### src/rtl/osd_dot_pkg.sv
package osd_dot_pkg;

  typedef enum logic [1:0] {
    PH_IDLE,
    PH_START,
    PH_GAP,
    PH_DOTS
  } hphase_e;

  // caption mode forbids /3: fall back to /2
  function automatic logic [1:0] eff_ratio(input logic [1:0] fld, input logic cc);
    case (fld)
      2'b11:   eff_ratio = cc ? 2'd2 : 2'd3;
      2'b10:   eff_ratio = 2'd2;
      default: eff_ratio = 2'd1;
    endcase
  endfunction

endpackage

### src/rtl/osd_sync_edge.sv
module osd_sync_edge #(
  parameter int STAGES = 2
) (
  input  logic clk_i,
  input  logic rst_ni,
  input  logic d_i,
  output logic rise_o
);
  logic [STAGES-1:0] sync_q;
  logic              prev_q;

  always_ff @(posedge clk_i or negedge rst_ni) begin
    if (!rst_ni) begin
      sync_q <= '0;
      prev_q <= 1'b0;
    end else begin
      sync_q <= {sync_q[STAGES-2:0], d_i};
      prev_q <= sync_q[STAGES-1];
    end
  end

  assign rise_o = sync_q[STAGES-1] & ~prev_q;

endmodule

### src/rtl/osd_hdot_gen.sv
module osd_hdot_gen
  import osd_dot_pkg::*;
#(
  parameter int HPOS_W = 6,
  parameter int HSZ_W  = 2
) (
  input  logic              clk_i,
  input  logic              rst_ni,
  input  logic              src_ce_i,
  input  logic              line_start_i,
  input  logic              en_i,
  input  logic [HPOS_W-1:0] hpos_i,
  input  logic [1:0]        ratio_i,
  input  logic [HSZ_W-1:0]  hsize_i,
  output logic              dot_adv_o,
  output logic              active_o
);
  localparam int POS_W = HPOS_W + 2;

  hphase_e           phase_q;
  logic [POS_W-1:0]  pos_cnt_q;
  logic [1:0]        pdiv_q;
  logic [HSZ_W-1:0]  dot_cnt_q;
  logic              tc;
  logic              pos_done;
  logic              dot_edge;

  // predivider runs only once start count is done, so the gap is exactly one TC
  assign tc       = src_ce_i && (phase_q == PH_GAP || phase_q == PH_DOTS)
                    && (pdiv_q == ratio_i - 2'd1);
  assign pos_done = (hpos_i == '0) ||
                    (src_ce_i && pos_cnt_q == ({hpos_i, 2'b00} - POS_W'(1)));
  assign dot_edge = tc && (phase_q == PH_GAP ||
                           (phase_q == PH_DOTS && dot_cnt_q == hsize_i));

  always_ff @(posedge clk_i or negedge rst_ni) begin
    if (!rst_ni) begin
      phase_q   <= PH_IDLE;
      pos_cnt_q <= '0;
      pdiv_q    <= '0;
      dot_cnt_q <= '0;
      dot_adv_o <= 1'b0;
      active_o  <= 1'b0;
    end else if (line_start_i) begin
      phase_q   <= PH_START;
      pos_cnt_q <= '0;
      pdiv_q    <= '0;
      dot_cnt_q <= '0;
      dot_adv_o <= 1'b0;
      active_o  <= 1'b0;
    end else begin
      dot_adv_o <= en_i && dot_edge;
      active_o  <= en_i && (phase_q == PH_DOTS || (phase_q == PH_GAP && tc));
      case (phase_q)
        PH_START: begin
          if (pos_done) phase_q <= PH_GAP;
          else if (src_ce_i) pos_cnt_q <= pos_cnt_q + POS_W'(1);
        end
        PH_GAP, PH_DOTS: begin
          if (src_ce_i) pdiv_q <= tc ? 2'd0 : pdiv_q + 2'd1;
          if (tc) begin
            if (phase_q == PH_GAP || dot_cnt_q == hsize_i) dot_cnt_q <= '0;
            else dot_cnt_q <= dot_cnt_q + HSZ_W'(1);
            phase_q <= PH_DOTS;
          end
        end
        default: ;
      endcase
    end
  end

  p_pdiv_range_r3: assert property (@(posedge clk_i) disable iff (!rst_ni)
    (phase_q == PH_GAP || phase_q == PH_DOTS) |-> pdiv_q < ratio_i);

  p_no_dot_before_start_r4: assert property (@(posedge clk_i) disable iff (!rst_ni)
    (phase_q == PH_START || phase_q == PH_IDLE) |=> !dot_adv_o);

  p_dot_cnt_bound_r5: assert property (@(posedge clk_i) disable iff (!rst_ni)
    phase_q == PH_DOTS |-> dot_cnt_q <= hsize_i);

  p_line_start_resets_r11: assert property (@(posedge clk_i) disable iff (!rst_ni)
    line_start_i |=> (phase_q == PH_START && !active_o && !dot_adv_o));

  p_active_with_dot_r11: assert property (@(posedge clk_i) disable iff (!rst_ni)
    $rose(active_o) |-> dot_adv_o);

endmodule

### src/rtl/osd_vdot_gen.sv
module osd_vdot_gen #(
  parameter int VSZ_W = 2
) (
  input  logic             clk_i,
  input  logic             rst_ni,
  input  logic             line_i,
  input  logic             frame_i,
  input  logic             blk_start_i,
  input  logic [VSZ_W-1:0] vsize_i,
  input  logic             biscan_i,
  output logic             line_adv_o,
  output logic             en_o
);
  localparam int LIM_W = VSZ_W + 2;
  localparam int CNT_W = VSZ_W + 1;

  logic [LIM_W-1:0] lines;
  logic [CNT_W-1:0] lim_m1;
  logic [CNT_W-1:0] cnt_q;

  assign lines  = (LIM_W'(vsize_i) + LIM_W'(1)) << biscan_i;
  assign lim_m1 = CNT_W'(lines - LIM_W'(1));

  always_ff @(posedge clk_i or negedge rst_ni) begin
    if (!rst_ni) begin
      en_o       <= 1'b0;
      cnt_q      <= '0;
      line_adv_o <= 1'b0;
    end else begin
      line_adv_o <= 1'b0;
      if (blk_start_i) begin
        en_o  <= 1'b1;
        cnt_q <= '0;
      end else begin
        if (frame_i) en_o <= 1'b0;
        if (line_i && en_o) begin
          if (cnt_q >= lim_m1) begin
            cnt_q      <= '0;
            line_adv_o <= 1'b1;
          end else begin
            cnt_q <= cnt_q + CNT_W'(1);
          end
        end
      end
    end
  end

  p_start_clears_r7: assert property (@(posedge clk_i) disable iff (!rst_ni)
    blk_start_i |=> (en_o && cnt_q == '0));

  p_adv_needs_en_r10: assert property (@(posedge clk_i) disable iff (!rst_ni)
    line_adv_o |-> $past(en_o));

  p_frame_stops_r10: assert property (@(posedge clk_i) disable iff (!rst_ni)
    (frame_i && !blk_start_i) |=> !en_o);

endmodule

### src/rtl/osd_dot_timer.sv
module osd_dot_timer
  import osd_dot_pkg::*;
#(
  parameter int HPOS_W = 6,
  parameter int HSZ_W  = 2,
  parameter int VSZ_W  = 2
) (
  input  logic              clk_i,
  input  logic              rst_ni,
  input  logic              slicer_ce_i,
  input  logic              osc_ce_i,
  input  logic              hsync_i,
  input  logic              vsync_i,
  input  logic              blk_start_i,
  input  logic              src_sel_i,
  input  logic [1:0]        ratio_i,
  input  logic              cc_mode_i,
  input  logic [HSZ_W-1:0]  hsize_i,
  input  logic [VSZ_W-1:0]  vsize_i,
  input  logic              biscan_i,
  input  logic [HPOS_W-1:0] hpos_i,
  output logic              dot_adv_o,
  output logic              line_adv_o,
  output logic              active_o,
  output logic              ratio_err_o
);
  logic              hs_rise, vs_rise;
  logic              src_q, biscan_q;
  logic [1:0]        ratio_q;
  logic [HSZ_W-1:0]  hsize_q;
  logic [VSZ_W-1:0]  vsize_q;
  logic [HPOS_W-1:0] hpos_q;
  logic              src_ce;
  logic              blk_en;

  osd_sync_edge #(.STAGES(2)) u_hs_sync (
    .clk_i(clk_i), .rst_ni(rst_ni), .d_i(hsync_i), .rise_o(hs_rise));

  osd_sync_edge #(.STAGES(2)) u_vs_sync (
    .clk_i(clk_i), .rst_ni(rst_ni), .d_i(vsync_i), .rise_o(vs_rise));

  // shadow fields: sampled only at HSYNC
  always_ff @(posedge clk_i or negedge rst_ni) begin
    if (!rst_ni) begin
      src_q       <= 1'b0;
      ratio_q     <= 2'd1;
      ratio_err_o <= 1'b0;
      hsize_q     <= '0;
      vsize_q     <= '0;
      biscan_q    <= 1'b0;
      hpos_q      <= '0;
    end else if (hs_rise) begin
      src_q       <= src_sel_i;
      ratio_q     <= eff_ratio(ratio_i, cc_mode_i);
      ratio_err_o <= cc_mode_i && (ratio_i == 2'b11);
      hsize_q     <= hsize_i;
      vsize_q     <= vsize_i;
      biscan_q    <= biscan_i;
      hpos_q      <= hpos_i;
    end
  end

  assign src_ce = src_q ? osc_ce_i : slicer_ce_i;

  osd_hdot_gen #(.HPOS_W(HPOS_W), .HSZ_W(HSZ_W)) u_hdot (
    .clk_i       (clk_i),
    .rst_ni      (rst_ni),
    .src_ce_i    (src_ce),
    .line_start_i(hs_rise),
    .en_i        (blk_en),
    .hpos_i      (hpos_q),
    .ratio_i     (ratio_q),
    .hsize_i     (hsize_q),
    .dot_adv_o   (dot_adv_o),
    .active_o    (active_o)
  );

  osd_vdot_gen #(.VSZ_W(VSZ_W)) u_vdot (
    .clk_i      (clk_i),
    .rst_ni     (rst_ni),
    .line_i     (hs_rise),
    .frame_i    (vs_rise),
    .blk_start_i(blk_start_i),
    .vsize_i    (vsize_q),
    .biscan_i   (biscan_q),
    .line_adv_o (line_adv_o),
    .en_o       (blk_en)
  );

  p_cc_fallback_r6: assert property (@(posedge clk_i) disable iff (!rst_ni)
    ratio_err_o |-> ratio_q == 2'd2);

  p_fields_hold_r9: assert property (@(posedge clk_i) disable iff (!rst_ni)
    !$past(hs_rise) |-> ($stable(ratio_q) && $stable(hsize_q) && $stable(hpos_q)));

  p_dot_implies_active_r11: assert property (@(posedge clk_i) disable iff (!rst_ni)
    dot_adv_o |-> active_o);

endmodule

### config.mk
export PLATFORM = sky130hd
export DESIGN_NAME = osd_dot_timer
export DESIGN_NICKNAME = d
export VERILOG_FILES = /design/src/rtl/osd_dot_pkg.sv /design/src/rtl/osd_sync_edge.sv /design/src/rtl/osd_hdot_gen.sv /design/src/rtl/osd_vdot_gen.sv /design/src/rtl/osd_dot_timer.sv
export SDC_FILE = /design/constraint.sdc
export NUM_CORES = 1
export LEC_CHECK = 0
export BUFFER_PORTS_ARGS = -buffer_cell sky130_fd_sc_hd__buf_2
export CORE_ASPECT_RATIO = 0.6
export CORE_UTILIZATION = 50
export CTS_BUF_LIST = sky130_fd_sc_hd__clkbuf_2 sky130_fd_sc_hd__clkbuf_4 sky130_fd_sc_hd__clkbuf_8
export DETAILED_ROUTE_END_ITERATION = 6
export GPL_TIMING_DRIVEN = 0
export PLACE_DENSITY = 0.71
export SLEW_MARGIN = 10
export SYNTH_ARGS = -nofsm -noshare
export SYNTH_HDL_FRONTEND = slang
export SYNTH_SLANG_ARGS = --single-unit
### constraint.sdc
create_clock -name clk_i -period 1.9 [get_ports clk_i]
set_clock_uncertainty 0.15 [all_clocks]
set_input_delay 0.38 -clock clk_i [delete_from_list [all_inputs] [get_ports clk_i]]
set_output_delay 0.38 -clock clk_i [all_outputs]
set_load 0.02 [all_outputs]
======== After elaboration in Yosys (flattened, before gate mapping) ========
Cells that the tools add are included.
W data, S select, Z words.
word-level totals
  bits in registers ....................... 42
  latch bits .............................. 0
  memory bits (writable) .................. 0
  bits in read-only memories .............. 0
  input port bits ......................... 22
  output and inout port bits .............. 4
  logic and storage cells ................. 102
  memories ................................ 0
cells by class
  add/subtract/negate cells ............... 8
  multipliers ............................. 0
  div/mod/pow operators ................... 0
  order comparisons ....................... 1
  equality and inequality tests ........... 11
  shift operators ......................... 1
  mux-type cells .......................... 29
  bitwise gates (word level) .............. 4
  reductions and logical operators ........ 28
operators by type and width
  cell                   number
  $mux W8                4
  $mux W2                11
  $reduce_bool A2 Y1     6
  $logic_and A1 B1 Y1    10
  $mux W1                9
  $mux W3                3
  $add A8 B1 Y8 const B  1
  $eq A2 B2 Y1 const B   4
  $eq A8 B8 Y1           1
  $pmux W2 S2            2
  $sub A8 B1 Y8 const B  1
  $logic_not A6 Y1       1
  $ne A3 B1 Y1 const B   2
  $reduce_and A3 Y1      2
  $logic_or A1 B1 Y1     5
  $add A2 B1 Y2 const B  2
  $eq A2 B2 Y1           2
  $reduce_and A2 Y1      2
  $shl A4 B1 Y3          1
  $add A2 B1 Y3 const B  1
  $add A3 B1 Y3 const B  1
  $ge A3 B3 Y1           1
  $reduce_bool A3 Y1     1
  $sub A3 B1 Y3 const B  1
  other kinds (6)        8

======== Logic depth before layout (Yosys ltp) ========
  word-level depth ........................ 8
  gate-level depth with buffers ........... 9
  gate-level depth less buffers ........... 9

======== Hierarchy ========
A second synthesis with hierarchy kept.
second synthesis, totals
  cells, all modules ...................... 193
  area total of the unflattened synthesis .. 2168.3 um^2
modules (own cells, without submodules)
  module         instances  cells an instance  area each (um^2)  seq. area each (um^2)
  osd_hdot_gen   1          112                1031.0            400.4
  osd_dot_timer  1          37                 619.3             376.6
  osd_vdot_gen   1          36                 340.3             125.1
  osd_sync_edge  2          4                  88.8              75.1

======== Worst setup path after synthesis ========
Ideal clock, no wire load.
  path kind ............................... flip-flop to flip-flop
  start ................................... register hpos_q[0]
  end ..................................... register u_hdot.pos_cnt_q[1]
  setup time .............................. 0.124 ns
  data arrival time ....................... 1.854 ns
  required time ........................... 1.626 ns
  setup slack ............................. -0.228 ns
  stages on the path, launching flop included .. 10
  path buffers ............................ 1
  clock period less this slack ............ 2.128 ns
  path through ............................ dfrtp_1 -> inv_1 -> ha_1 -> xor2_1 -> nand2_1 -> a2111o_1 -> o2111ai_4 -> buf_6 -> nor2_2 -> mux2i_1
between the ends
  word-level cells in the longest chain between the ends .. 6
  elaborated cells between the ends (all ways) .. 7
  classes of those cells .................. add/sub: 1; eq/ne: 2; reduce/logical: 4
ends and longest elaborated chain
  item                                    line                 text
  start, declared                         osd_dot_timer.sv:32  logic [HPOS_W-1:0] hpos_q;
  start signal, assigned                  osd_dot_timer.sv:59  hpos_q <= hpos_i;
  $sub A8 B1 Y8                           osd_hdot_gen.sv:32   (src_ce_i && pos_cnt_q == ({hpos_i, 2'b00} - POS_W'(1)));
  $eq A8 B8 Y1                            osd_hdot_gen.sv:32
  $logic_and A1 B1 Y1                     osd_hdot_gen.sv:32
  $logic_or A1 B1 Y1 (*)                  osd_hdot_gen.sv:31   assign pos_done = (hpos_i == '0) ||
  $ne A2 B1 Y1 (no source line) (*)       -
  $reduce_and A3 Y1 (no source line) (*)  -
  end signal, assigned                    osd_hdot_gen.sv:57   else if (src_ce_i) pos_cnt_q <= pos_cnt_q + POS_W'(1);
  end, declared                           osd_hdot_gen.sv:21   logic [POS_W-1:0] pos_cnt_q;
Every way passes the cells marked *; elsewhere a longest branch is shown, timed or not.
A chain may end at the register's enable or synchronous reset.

======== Worst setup path in the final report ========
  start ................................... register hpos_q[0]
  end ..................................... register u_hdot.pos_cnt_q[6]
The elaborated chain is that of the path after synthesis.

==> impl_metrics.toml <==
[run_status]
outcome = "complete, but fails checks"
violations = "negative setup slack"

[setup_path]
crit_path_end_kind = "flop"
worstSetupPathType = "flop to flop"
slowest_stage = "dfrtp_1"
start_kind = "flop"
path_max_fanout = 5
required_ps = 1980
slowest_delay_ps = 410
cp_data_arrival_time_ps = 2320
worstPathCellList = "inv_2 > ha_4 > xor2_1 > o211ai_1 > mux2i_4 > o2111ai_4 > buf_4 > or3_1 > a21oi_1"

[cts]
ctsHoldBuffers = 0
cts_root_buffer = "clkbuf_8"
insertion_delay_ps = 300
clock_path_buffers = 2
h-tree-depth = 2
cts_made_buffers = 5
clkTransAtPathRegs_ps = 80
cts.sinks = 42
cts_tree = "built"

[grt]
grt_max_degree = 43
grt_pass1_wl_um = 7840
grt_overflow_total = 0
grt_usage_pct = 23.7
grt_antenna_before_repair = 0
grt_pass1_vias = 1549

[run]
drv_cap = 0

[finish]
layout_commonest_cell = "nand2_1"
fill_cells = 313
seq_area_mm2 = 0.00106
multi_input_area_mm2 = 0.00112
drive_above_1_share_pct = 27.4
diodes = 0
nNetsFinal = 292
most-common-layout-cells = "nand2_1, dfrtp_1, buf_2"
area_growth_pct = 22.8

[synthesis]
synth_seq_cells = 42
synthDistinctLibCells = 36
yosysSeqAreaShare_pct = 49.4
syn_inst = 220
yosys_warnings = 0
synth_nets = 250
synth_area_mm2 = 0.00213
avgSynthCellArea_um2 = 9.69

[drt]
drc = 0
ant_nets = 0
wirelength_um = 4570
wl_per_cell_um = 14.3
drt_iter0_drc = 109
vias_per_cell = 5.27
firstDrtPassIters = 4
vias = 1687

[floorplan]
dieArea_mm2 = 0.00454
die_x_um = 86.3
io_pins = 26
dieHeight_um = 52.6
fp.coreArea_mm2 = 0.00387
rows = 17
start_util_pct = 55.0

[timing]
fmax_mhz = 447
setup_viol = 14
worstMarginPinSlew_ps = 935
rsz0062_at_grt = "yes"
setup_ws_ps = -338
relSlewSlack_pct = 37.6
fin_crit_sh_pct = 118
fin_crit_ps = 2240
finalMaxSlewViolations = 0
hold_viol_final = 0

[pwr]
p_leak_nw = 1.22
ir_drop_mv = 0.611
power_mw = 2.41
power_density_mw_per_mm2 = 921

[placement]
io_buffer_count = 25
hpwlAfterDp_um = 3160
pre_cts_ws_ps = -356
routabilityCongestion = 0.802

[hold_path]
hold_class = "input pin to flop"
layout make-up:
class                      instances  area share, %
tap                               57           2.72
timing repair buffer              35           8.08
inverter                           4          0.574
sequential                        42           40.4
clock inverter                     2          0.478
clock buffer                       6           3.15
multi-input combinational        168           42.9
buffer                             6           1.72
through the flow:
step,utilization [%],TNS (ps),cell area [um^2],cells,hold slack (ps)
2_1_floorplan,-,-1160,2170,220,-65.6
3_3_place_gp,61.1,-3070,2360,302,185
3_5_place_dp,61.1,-3340,2360,302,190
4_1_cts,65.4,-2740,2530,317,23.1
5_1_grt,67.6,-4740,2620,320,19.7
6_report,67.6,-3250,2620,320,30.6
kinds of logic after synthesis:
kind of cell | Yosys count | synth area share (%)
adders and majority gates | 8 | 4.70
buffers and inverters | 10 | 2.82
AOI/OAI and AO/OA | 37 | 10.7
DFF | 42 | 49.4
muxes | 6 | 3.64
xor gates and xnor gates | 13 | 5.34
and+or+nand+nor | 104 | 23.4
sequential cells by signal (all words and copies together) (netlist names), 2 cells and up:
| name | flops |
|---|---|
| u_hdot.dot_cnt_q | 2 |
| u_vdot.cnt_q | 3 |
| hpos_q | 6 |
| u_hdot.phase_q | 2 |
| u_hdot.pos_cnt_q | 8 |
| hsize_q | 2 |
| ratio_q | 2 |
| vsize_q | 2 |
| u_vs_sync.sync_q | 2 |
| u_hdot.pdiv_q | 2 |
| u_hs_sync.sync_q | 2 |
path summary, 6_finish.rpt:
check | from | to | slack [ps] | cells past startpoint
min in group asynchronous | rst_ni | src_q$_DFFE_PN0P_ | 60 | 1
setup reg to reg | hpos_q[0]$_DFFE_PN0P_ | u_hdot.pos_cnt_q[6]$_DFFE_PN0P_ | -340 | 9
setup / recovery | hpos_q[0]$_DFFE_PN0P_ | u_hdot.pos_cnt_q[6]$_DFFE_PN0P_ | -340 | 9
hold reg to reg | u_hs_sync.sync_q[0]$_DFF_PN0_ | u_hs_sync.sync_q[1]$_DFF_PN0_ | 200 | 0
max in group asynchronous | rst_ni | hpos_q[2]$_DFFE_PN0P_ | 890 | 1
hold / removal | hsync_i | u_hs_sync.sync_q[0]$_DFF_PN0_ | 30 | 1
timing repair:
item / CTS / global route
gates cloned: 1 / 0
pin swaps: 5 / 9
buffers inserted: 6 / 3
gates resized for setup: 7 / 15
setup endpoints to repair: 14 / 14
Yosys cell counts:
cell       number  share of area (%)
a21o_1          3                1.1
a2111o_1        1               0.53
a21oi_1        14                3.3
dfstp_2         1                1.2
or2_2           1               0.29
nand2_1        54                9.5
a31oi_1         1               0.29
nand4_1         6                1.8
dfrtp_1        41                 48
o22ai_1         1               0.29
nor2_2          1               0.29
nor2b_1         2               0.59
clkbuf_1        3               0.53
and3_1          2               0.59
mux2_4          1               0.70
nor2_1         10                1.8
or4_1           2               0.70
ha_1            8                4.7
mux2i_1         4                1.9
inv_1           4               0.70
or3_1           5                1.5
nor3_2          1               0.47
mux2i_4         1                1.1
o21ai_1         4               0.94
nand2b_1        7                2.1
o211ai_1        2               0.70
nand3_1         2               0.47
nor3b_1         2               0.70
o21ai_0        10                2.3
xnor2_1         3                1.2
buf_6           3                1.6
nand4b_1        1               0.41
xor2_1         10                4.1
nor3_1          4               0.94
nand3b_1        4                1.4
o2111ai_4       1                1.2
metal layers:
metal  wire, um  up-vias  share of wire, %  global-route usage (%)
li1           -      839                 -                       -
met1       2360      791                52                    35.7
met2       1860       48                41                    31.7
met3        277        9               6.1                    5.67
met4         72        0               1.6                    10.8
met5          0        -                 0                       0
report_power, final:
part           internal (mW)  leakage (nW)  switching [mW]
logic                  0.330         0.643           0.346
clock network          0.292        0.0472           0.328
registers               1.00         0.529           0.114
total                   1.62          1.22           0.788
critical path, delay by kind of cell (launching register included):
family / cells / cell delay [ps]
buffers and inverters: 2 / 310
adders and majority gates: 1 / 150
muxes: 1 / 220
AOI/OAI and AO/OA: 3 / 460
xor gates and xnor gates: 1 / 140
DFF: 1 / 410
and+or+nand+nor: 1 / 330
No activity file was read; power rests on OpenSTA's default activity.
